--- src/rtl/scb_pkg.sv ---
package scb_pkg;
    // Per-register pending state
    typedef enum logic {
        SLOT_FREE = 1'b0,
        SLOT_WAIT = 1'b1
    } slot_state_t;

    // Operand positions inside the decode use mask
    localparam int OP_RS1 = 0;
    localparam int OP_RS2 = 1;
    localparam int OP_RD  = 2;
    localparam int OP_CNT = 3;
endpackage

--- src/rtl/scb_slot.sv ---
module scb_slot
    import scb_pkg::*;
(
    input  logic clk,
    input  logic rst_n,
    input  logic set_hit,
    input  logic clr_hit,
    output logic busy
);
    slot_state_t state_q;
    slot_state_t state_d;

    // State register
    always_ff @(posedge clk) begin
        if (!rst_n) begin
            state_q <= SLOT_FREE;
        end else begin
            state_q <= state_d;
        end
    end

    // Transitions: FREE_TO_WAIT, WAIT_TO_FREE, WAIT_HOLD, FREE_HOLD
    always_comb begin
        state_d = state_q;
        unique case (state_q)
            SLOT_FREE: begin
                if (set_hit) begin
                    state_d = SLOT_WAIT;
                end
            end
            SLOT_WAIT: begin
                // a set in the same cycle belongs to a newer miss and wins
                if (clr_hit && !set_hit) begin
                    state_d = SLOT_FREE;
                end
            end
            default: state_d = SLOT_FREE;
        endcase
    end

    // Output process
    always_comb begin
        busy = 1'b0;
        unique case (state_q)
            SLOT_FREE: busy = 1'b0;
            SLOT_WAIT: busy = 1'b1;
            default:   busy = 1'b0;
        endcase
    end
endmodule

--- src/rtl/scb_hazard.sv ---
module scb_hazard
    import scb_pkg::*;
#(
    parameter int NREG  = 32,
    parameter int IDX_W = $clog2(NREG)
) (
    input  logic [NREG-1:0]   busy_vec,
    input  logic              dec_valid,
    input  logic [IDX_W-1:0]  dec_rs1,
    input  logic [IDX_W-1:0]  dec_rs2,
    input  logic [IDX_W-1:0]  dec_rd,
    input  logic [OP_CNT-1:0] dec_use,
    output logic              stall
);
    logic [IDX_W-1:0]  op_idx [OP_CNT];
    logic [OP_CNT-1:0] op_hit;

    assign op_idx[OP_RS1] = dec_rs1;
    assign op_idx[OP_RS2] = dec_rs2;
    assign op_idx[OP_RD]  = dec_rd;

    for (genvar k = 0; k < OP_CNT; k++) begin : g_op
        assign op_hit[k] = dec_use[k] && busy_vec[op_idx[k]];
    end

    assign stall = dec_valid && (|op_hit);
endmodule

--- src/rtl/ldwait_scoreboard.sv ---
module ldwait_scoreboard
    import scb_pkg::*;
#(
    parameter int NREG  = 32,
    parameter int IDX_W = $clog2(NREG)
) (
    input  logic              clk,
    input  logic              rst_n,
    input  logic              set_valid,
    input  logic [IDX_W-1:0]  set_reg,
    input  logic              clr_valid,
    input  logic [IDX_W-1:0]  clr_reg,
    input  logic              dec_valid,
    input  logic [IDX_W-1:0]  dec_rs1,
    input  logic [IDX_W-1:0]  dec_rs2,
    input  logic [IDX_W-1:0]  dec_rd,
    input  logic [OP_CNT-1:0] dec_use,
    output logic              stall
);
    logic [NREG-1:0] busy_vec;

    for (genvar r = 0; r < NREG; r++) begin : g_reg
        if (r == 0) begin : g_zero
            // hardwired register never waits on memory
            assign busy_vec[r] = 1'b0;
        end else begin : g_slot
            logic set_hit;
            logic clr_hit;
            assign set_hit = set_valid && (set_reg == IDX_W'(r));
            assign clr_hit = clr_valid && (clr_reg == IDX_W'(r));
            scb_slot u_slot (
                .clk     (clk),
                .rst_n   (rst_n),
                .set_hit (set_hit),
                .clr_hit (clr_hit),
                .busy    (busy_vec[r])
            );
        end
    end

    scb_hazard #(
        .NREG  (NREG),
        .IDX_W (IDX_W)
    ) u_hazard (
        .busy_vec  (busy_vec),
        .dec_valid (dec_valid),
        .dec_rs1   (dec_rs1),
        .dec_rs2   (dec_rs2),
        .dec_rd    (dec_rd),
        .dec_use   (dec_use),
        .stall     (stall)
    );
endmodule

--- config.mk ---
export PLATFORM = sky130hd
export DESIGN_NAME = ldwait_scoreboard
export DESIGN_NICKNAME = d
export VERILOG_FILES = /design/src/rtl/scb_pkg.sv /design/src/rtl/scb_slot.sv /design/src/rtl/scb_hazard.sv /design/src/rtl/ldwait_scoreboard.sv
export SDC_FILE = /design/constraint.sdc
export NUM_CORES = 1
export LEC_CHECK = 0
export BUFFER_PORTS_ARGS = -buffer_cell sky130_fd_sc_hd__clkbuf_2
export CAP_MARGIN = 20
export CORE_AREA = 2 2 64 66
export DETAILED_ROUTE_END_ITERATION = 8
export DIE_AREA = 0 0 66 68
export GPL_TIMING_DRIVEN = 0
export PLACE_DENSITY = 0.79
export SETUP_SLACK_MARGIN = 0.02
export SYNTH_ARGS = -nofsm -noshare
export SYNTH_HDL_FRONTEND = slang
export SYNTH_SLANG_ARGS = --single-unit
--- constraint.sdc ---
create_clock -name clk -period 3.1 [get_ports clk]
set_input_delay 0.465 -clock clk [delete_from_list [all_inputs] [get_ports clk]]
set_output_delay 0.465 -clock clk [all_outputs]
set_load 0.02 [all_outputs]
==> results of run 1 <==
-- through the flow --
| step | hold slack (ns) | util [%] |
|---|---|---|
| 3_3_place_gp | 0.493 | 62.0 |
| 6_report | 0.446 | 64.6 |
| 5_1_grt | 0.456 | 64.6 |
| 2_1_floorplan | 0.472 | - |
| 3_5_place_dp | 0.505 | 62.0 |
| 4_1_cts | 0.445 | 64.6 |
-- cell families (layout without fill, tap and decap cells) --
| kind of cell | after synthesis | after routing |
|---|---|---|
| flops | 31 | 31 |
| mux | 36 | 36 |
| buf+inv | 17 | 50 |
| simple gates | 89 | 89 |
| compound gates | 72 | 72 |
-- worst paths after layout --
check	from	endpoint	slack, ns	cells after the start
max	dec_rs1[1]	stall	0.59	7
min reg2reg	g_reg[5].g_slot.u_slot.state_q$_SDFF_PN0_	g_reg[5].g_slot.u_slot.state_q$_SDFF_PN0_	0.51	2
max reg2reg	g_reg[16].g_slot.u_slot.state_q$_SDFF_PN0_	g_reg[16].g_slot.u_slot.state_q$_SDFF_PN0_	2.32	2
min	rst_n	g_reg[8].g_slot.u_slot.state_q$_SDFF_PN0_	0.45	2
-- synth_stat cells --
| cell type | instances |
|---|---|
| a41o_1 | 1 |
| nor2_1 | 13 |
| buf_4 | 1 |
| nand4_1 | 1 |
| nor4_1 | 1 |
| a22oi_1 | 1 |
| nor3_1 | 3 |
| buf_6 | 1 |
| nor2b_1 | 6 |
| o211ai_1 | 3 |
| inv_1 | 3 |
| clkbuf_1 | 9 |
| nand2b_1 | 9 |
| a21boi_0 | 31 |
| nand2_1 | 44 |
| a2111oi_0 | 1 |
| nand3_1 | 4 |
| nor3b_1 | 2 |
| or2_2 | 2 |
| mux2i_1 | 15 |
| mux4_2 | 14 |
| a31oi_1 | 1 |
| mux2_2 | 2 |
| and2_0 | 1 |
| mux4_1 | 5 |
| nand4b_1 | 2 |
| nor4bb_1 | 1 |
| a221oi_1 | 1 |
| o2111ai_1 | 2 |
| o21ai_0 | 31 |
| dfxtp_1 | 31 |
| buf_2 | 3 |
-- per-layer routing --
| layer | global-route usage [%] | up-vias |
|---|---|---|
| met5 | 0 | - |
| met4 | 14.3 | 0 |
| met3 | 5.59 | 11 |
| met2 | 43.9 | 91 |
| met1 | 35.2 | 971 |
| li1 | - | 969 |
-- power groups by stage --
stage,registers (mW),clock network [mW],logic (mW)
floorplan,0.415,0,0.0846
global placement,0.417,0,0.132
detailed placement,0.417,0,0.134
CTS,0.409,0.350,0.135
global route,0.409,0.369,0.147
finish,0.409,0.351,0.136
-- final cells by class --
| cell class | instances | area [um^2] | share of cell area, % |
|---|---|---|---|
| clock buffer | 8 | 100 | 4.02 |
| timing repair buffer | 25 | 125 | 5.02 |
| sequential | 31 | 621 | 24.9 |
| multi-input combinational | 197 | 1510 | 60.4 |
| buffer | 14 | 67.6 | 2.71 |
| tap | 50 | 62.6 | 2.51 |
| inverter | 3 | 11.3 | 0.452 |
==> metrics.md, run 1 <==
| Metric | Value |
|---|---|
| Synth Area in Compound Gates | 21.3% |
| Critical Path Max Stage Delay | ~0.55 ns |
| Hold buffer count at cts | 0 |
| Wl on met1 | 2.50 mm |
| Unrepaired setup endpoints after global routing | no |
| Clk slew on worst S/H paths | 0.06 ns |
| Die width | between 60 and 70 um |
| Worst Max-Slew Pin Slew | 0.583 ns |
| Number of max-cap violations | 0 |
| CTS Buf Count | 5 |
| Switch Pwr | 0.231 mW |
| Die Y | between 60 and 70 um |
| Number of iterations in the first detailed-routing pass | 5 |
| GRT Total Usage | 27.4% |
| Biggest registers after layout | g.g_slot.u_slot.state_q (31) |
| Setup bufs post-CTS | 0 |
| Fin nets | 310 |
| Sequential Power Share | 45.7% |
| Worst EP required | around 2.6 ns |
| Most common cell after layout, fill and taps aside | nand2_1 |
| Final period util | approximately four fifths |
| Crit path DAT | 2.05 ns |
| Area share of the largest cell type after synthesis | 28.1% |
| Fillers | approximately 350 |
| CP Max Fanout | 8 |
| Class of the worst hold path | in -> reg |
| Cell Rows | 23 |
| Min Tclk post-route | 2.51 ns |
| Synthesized cell area | between 0.002 and 0.0025 mm^2 |
| Antenna Nets Post-Route | 0 |
| I/O Pins | 34 |
| Synth Instances | ~250 |
| Yosys warns | 0 |
| Largest net degree at the start of global routing | 11 |
| Post-CTS sizing | 0 |
| Setup TNS | 0 ns |
| Slew Limit Headroom | 60.8% |
| Global-route wire length before repair | 8.99 mm |
| Sink Count | 31 |
| Initial Util | 57.2% |
| Max IR drop VDD | 221 uV |
| Largest family of logic cells by synthesized area | multiplexers |
| Die area | 0.00449 mm^2 |
| DR iter-0 viols | 128 |
| Seq cells post-synth | 31 |
| Metal2 WL | approximately 2.7 mm |
| DRC violations left | 0 |
| Largest Register | g.g_slot.u_slot.state_q |
| Synthesized net count | about 280 |
| Buffers and inverters on the worst path | 2 |
| Final hold violations | 0 |
| Number of H-tree levels | 2 |
| Area Growth Syn to Fin | 13.1% |
| Netlist cell types | 32 |
| Dominant cell type by area after synthesis | dfxtp_1 |
| Fin area | 0.00249 mm^2 |
| TritonCTS clock tree | built |
| Multiplexer share of the synthesized area | between 20% and 30% |
| Critical setup path kind | in -> out |
| Clock share of power | 39.2% |
| Critical path's top delay family | multiplexers |
| Share of cells above drive strength 1 | 19.8% |
| Met3 WL | 438 um |
| Max reg flops | 31 |
| Critical path's slowest cell | mux4_1 |
| Largest cells by area after synthesis | dfxtp_1 (28%), mux4_2 (14%), a21boi_0 (11%) |
| Total Power | around 0.90 mW |
| Placeable Area | 0.00386 mm^2 |
| Vias in the first global route | 1900 |
| Setup Skew | 0 ns |
| Routability congestion estimate | 0.875 |
| Final std cells w/o fill | 328 |
| Sw Share | 25.8% |
| Startpoint class of the critical path | input port |
| Routed len/inst | 17.6 um |
| Worst setup margin | ~0.59 ns |
| Status | finished, final reports clean |
| Most frequent cells in the layout | nand2_1 (44), o21ai_0 (31), a21boi_0 (31), dfxtp_1 (31), clkbuf_2 (25) |
| Max Freq | 0.398 GHz |
| Via density | around 6.2 |
| CP Capture Type | primary output |
| IO buf count | 25 |
| Seq/Total Area, Yosys | between 20 and 30% |
| Mean Syn Cell Area | approximately 9 um^2 |
| Final Setup Violations | 0 |
| Placed cells | 320 |
| Root Buffer | clkbuf_8 |
| Cell Int Power | 0.664 mW |
| Gate power share | 15.1% |
| Place WS | about 0.59 ns |
| Fin. max-slew vios | 0 |
| Routed WL | 5.78 mm |
| N_diodes | 0 |
| Synthesized-area fraction occupied by adder cells | 0% |
| XOR/XNOR share of the synthesized area | 0% |
| Leak pwr | just under 0.9 nW |
| Clock tree buffer depth | 2 |
| Pwr Density | 359 mW/mm^2 |
| Post-synthesis simple-gate area fraction | 18.9% |
| Initial antenna violation count | 0 |
| CP cell instances | buf_6 > mux4_1 > mux2i_1 > nor3b_1 > nor4_1 > o211ai_1 > clkbuf_2 |
| Placed inst area | approximately 0.0024 mm^2 |
| Worst-Skew Late Latency | 0.29 ns |
| Highest metal used | met4 |
| Global route total overflow | 0 |
| Dpl hpwl | 4.39 mm |
| Via count | 2042 |
No activity file was read; power rests on OpenSTA's default activity.
==> run 2, diff against run 1 <==
--- a/config.mk
+++ b/config.mk
@@ -7,11 +7,11 @@
 export LEC_CHECK = 0
 export BUFFER_PORTS_ARGS = -buffer_cell sky130_fd_sc_hd__clkbuf_2
 export CAP_MARGIN = 20
-export CORE_AREA = 2 2 64 66
+export CORE_AREA = 2 2 69 71
 export DETAILED_ROUTE_END_ITERATION = 8
-export DIE_AREA = 0 0 66 68
+export DIE_AREA = 0 0 71 73
 export GPL_TIMING_DRIVEN = 0
-export PLACE_DENSITY = 0.79
+export PLACE_DENSITY = 0.71
 export SETUP_SLACK_MARGIN = 0.02
 export SYNTH_ARGS = -nofsm -noshare
 export SYNTH_HDL_FRONTEND = slang
==> constraint.sdc (replaced) <==
create_clock -name clk -period 2.2 [get_ports clk]
set_input_delay 0.33 -clock clk [delete_from_list [all_inputs] [get_ports clk]]
set_output_delay 0.33 -clock clk [all_outputs]
set_load 0.02 [all_outputs]
==> metrics.md, run 2 (synthesized netlist as in run 1, its figures left out) <==
| Metric | Value |
|---|---|
| Min Tclk post-route | 2.26 ns |
| Global-route wire length before repair | 9.36 mm (+4.1%) |
| Leak pwr | 0.891 nW (-0.36%) |
| Place WS | -0.0298 ns (-0.623 ns) |
| Worst-Skew Late Latency | 0.27 ns (-0.02 ns) |
| Setup Skew | 0 ns (unchanged) |
| Hold buffer count at cts | 0 (unchanged) |
| Critical setup path kind | reg -> out |
| Number of max-cap violations | 0 (unchanged) |
| Vias in the first global route | 1935 (+1.8%) |
| Slew Limit Headroom | 56.7% (-4.1 points) |
| Share of cells above drive strength 1 | 20.6% (+0.79 points) |
| Fillers | 427 (+24%) |
| Unrepaired setup endpoints after global routing | yes |
| Status | finished with violations |
| Setup bufs post-CTS | 0 (unchanged) |
| Max Freq | 0.442 GHz |
| Sink Count | 31 (unchanged) |
| Final core area utilization | 54.9% (-9.7 points) |
| Worst setup margin | -0.0624 ns (-0.652 ns) |
| Dpl hpwl | 4.47 mm (+1.8%) |
| Most common cell after layout, fill and taps aside | nand2_1 |
| Worst Max-Slew Pin Slew | 0.644 ns (+0.0608 ns) |
| IO buf count | 25 (unchanged) |
| Final hold violations | 0 (unchanged) |
| Reg2reg start | g_reg[12].g_slot.u_slot.state_q$_SDFF_PN0_ |
| Antenna Nets Post-Route | 0 (unchanged) |
| GRT Total Usage | 23.2% (-4.1 points) |
| CTS Buf Count | 5 (unchanged) |
| Number of H-tree levels | 2 (unchanged) |
| Most frequent cells in the layout | nand2_1 (44), o21ai_0 (31), a21boi_0 (31) |
| Via density | 6.15 (-1.2%) |
| Crit path DAT | 1.93 ns (-0.12 ns) |
| Root Buffer | clkbuf_8 |
| TritonCTS clock tree | built |
| Placed inst area | 0.00240 mm^2 (+0.21%) |
| Routed len/inst | 17.3 um (-2.1%) |
| Largest net degree at the start of global routing | 11 (unchanged) |
| DRC violations left | 0 (unchanged) |
| I/O Pins | 34 (unchanged) |
| Routed WL | 5.72 mm (-1.2%) |
| Clock tree buffer depth | 2 (unchanged) |
| Fin. max-slew vios | 0 (unchanged) |
| Final period util | 103% |
| Die area | 0.00518 mm^2 (+15%) |
| Clk slew on worst S/H paths | 0.06 ns (about the same) |
| Number of iterations in the first detailed-routing pass | 4 (-1) |
| Placeable Area | 0.00454 mm^2 (+18%) |
| Critical path's slowest cell | mux4_2 |
| Initial Util | 48.6% (-8.6 points) |
| N_diodes | 0 (unchanged) |
| Worst R2R Setup Slack | 1.43 ns (-0.89 ns) |
| Pwr Density | 483 mW/mm^2 (+34%) |
| DR iter-0 viols | 151 (+18%) |
| CP Max Fanout | 4 (-4) |
| Global route total overflow | 0 (unchanged) |
| CP cell instances | mux4_2 > mux2i_1 > nor2_1 > nor4_1 > o211ai_1 > clkbuf_4 |
| Via count | 2035 (-0.34%) |
| Fin area | 0.00249 mm^2 (-0.10%) |
| Hold Startpoint | rst_n |
| Failing checks | setup timing |
| Max reg flops | 31 (unchanged) |
| Class of the worst hold path | in -> reg |
| Setup crit start | g_reg[31].g_slot.u_slot.state_q$_SDFF_PN0_ |
| Die width | 71 um (+7.6%) |
| Setup TNS | -0.0624 ns (-0.0624 ns) |
| Total Power | 1.20 mW (+34%) |
| Final Setup Violations | 1 (+1) |
| Cell Rows | 25 (+8.7%) |
| Startpoint class of the critical path | flip-flop |
| Die Y | 73 um (+7.4%) |
| Worst EP required | 1.87 ns (-0.76 ns) |
| Biggest registers after layout | g.g_slot.u_slot.state_q (31) |
| CP Capture Type | primary output |
| Routability congestion estimate | 0.854 (-2.4%) |
| Area Growth Syn to Fin | 12.9% |
| Largest Register | g.g_slot.u_slot.state_q |
| Critical Path Max Stage Delay | 0.47 ns (-0.08 ns) |
| Initial antenna violation count | 0 (unchanged) |
| Fin nets | 310 (unchanged) |
| Max IR drop VDD | 373 uV (+69%) |
==> run 2: area by class of cell <==
cell class / instances / area (um^2) / area share [%]
multi-input cells: 197 / 1510 / 60.5
flip-flops and latches: 31 / 623 / 25.0
repair buffers: 25 / 128 / 5.13
clock buffers: 6 / 82.6 / 3.32
plain buffers: 14 / 67.6 / 2.71
well taps: 54 / 67.6 / 2.71
inverters: 3 / 11.3 / 0.452
clock inverters: 1 / 5.00 / 0.201
==> run 2: critical path: cells and delay by family (launching register included) <==
| kind | cells | cell delay, ns |
|---|---|---|
| AO/OA/AOI/OAI | 1 | 0.11 |
| buffers and inverters | 1 | 0.17 |
| flip-flops | 1 | 0.34 |
| multiplexers | 2 | 0.68 |
| AND/OR/NAND/NOR | 2 | 0.35 |
==> run 2: path summary, 6_finish.rpt <==
kind              cells past startpoint                                    endpoint
setup reg to reg                      2  g_reg[12].g_slot.u_slot.state_q$_SDFF_PN0_
hold / removal                        2   g_reg[8].g_slot.u_slot.state_q$_SDFF_PN0_
setup / recovery                      6                                       stall
hold reg to reg                       2   g_reg[9].g_slot.u_slot.state_q$_SDFF_PN0_
==> run 2: metal layers <==
| metal | track usage [%] | part of all wire (%) | wire [um] |
|---|---|---|---|
| met1 | 31.6 | 45 | 2600 |
| met2 | 38.2 | 46 | 2610 |
| met3 | 3.45 | 6.8 | 391 |
| met4 | 7.76 | 2.0 | 112 |
| met5 | 0 | 0 | 0 |
==> run 2: stage by stage <==
| step | hold slack [ns] | std cells |
|---|---|---|
| after global placement | 0.495 | 324 |
| after floorplan | 0.472 | 245 |
| after global routing | 0.358 | 331 |
| final | 0.337 | 331 |
| after detailed placement | 0.507 | 324 |
| after CTS | 0.331 | 331 |
==> run 2: where the power goes <==
part / total [mW] / switching, mW / internal (mW)
Sequential: 0.577 / 0.00786 / 0.569
Combinational: 0.190 / 0.107 / 0.0826
Clock: 0.436 / 0.192 / 0.245
Total: 1.20 / 0.307 / 0.896
==> run 2: what timing repair did <==
item,CTS,global route
resized for setup,3,0
pin swaps,2,0
endpoints found under the setup margin,1,1
cloned,0,0
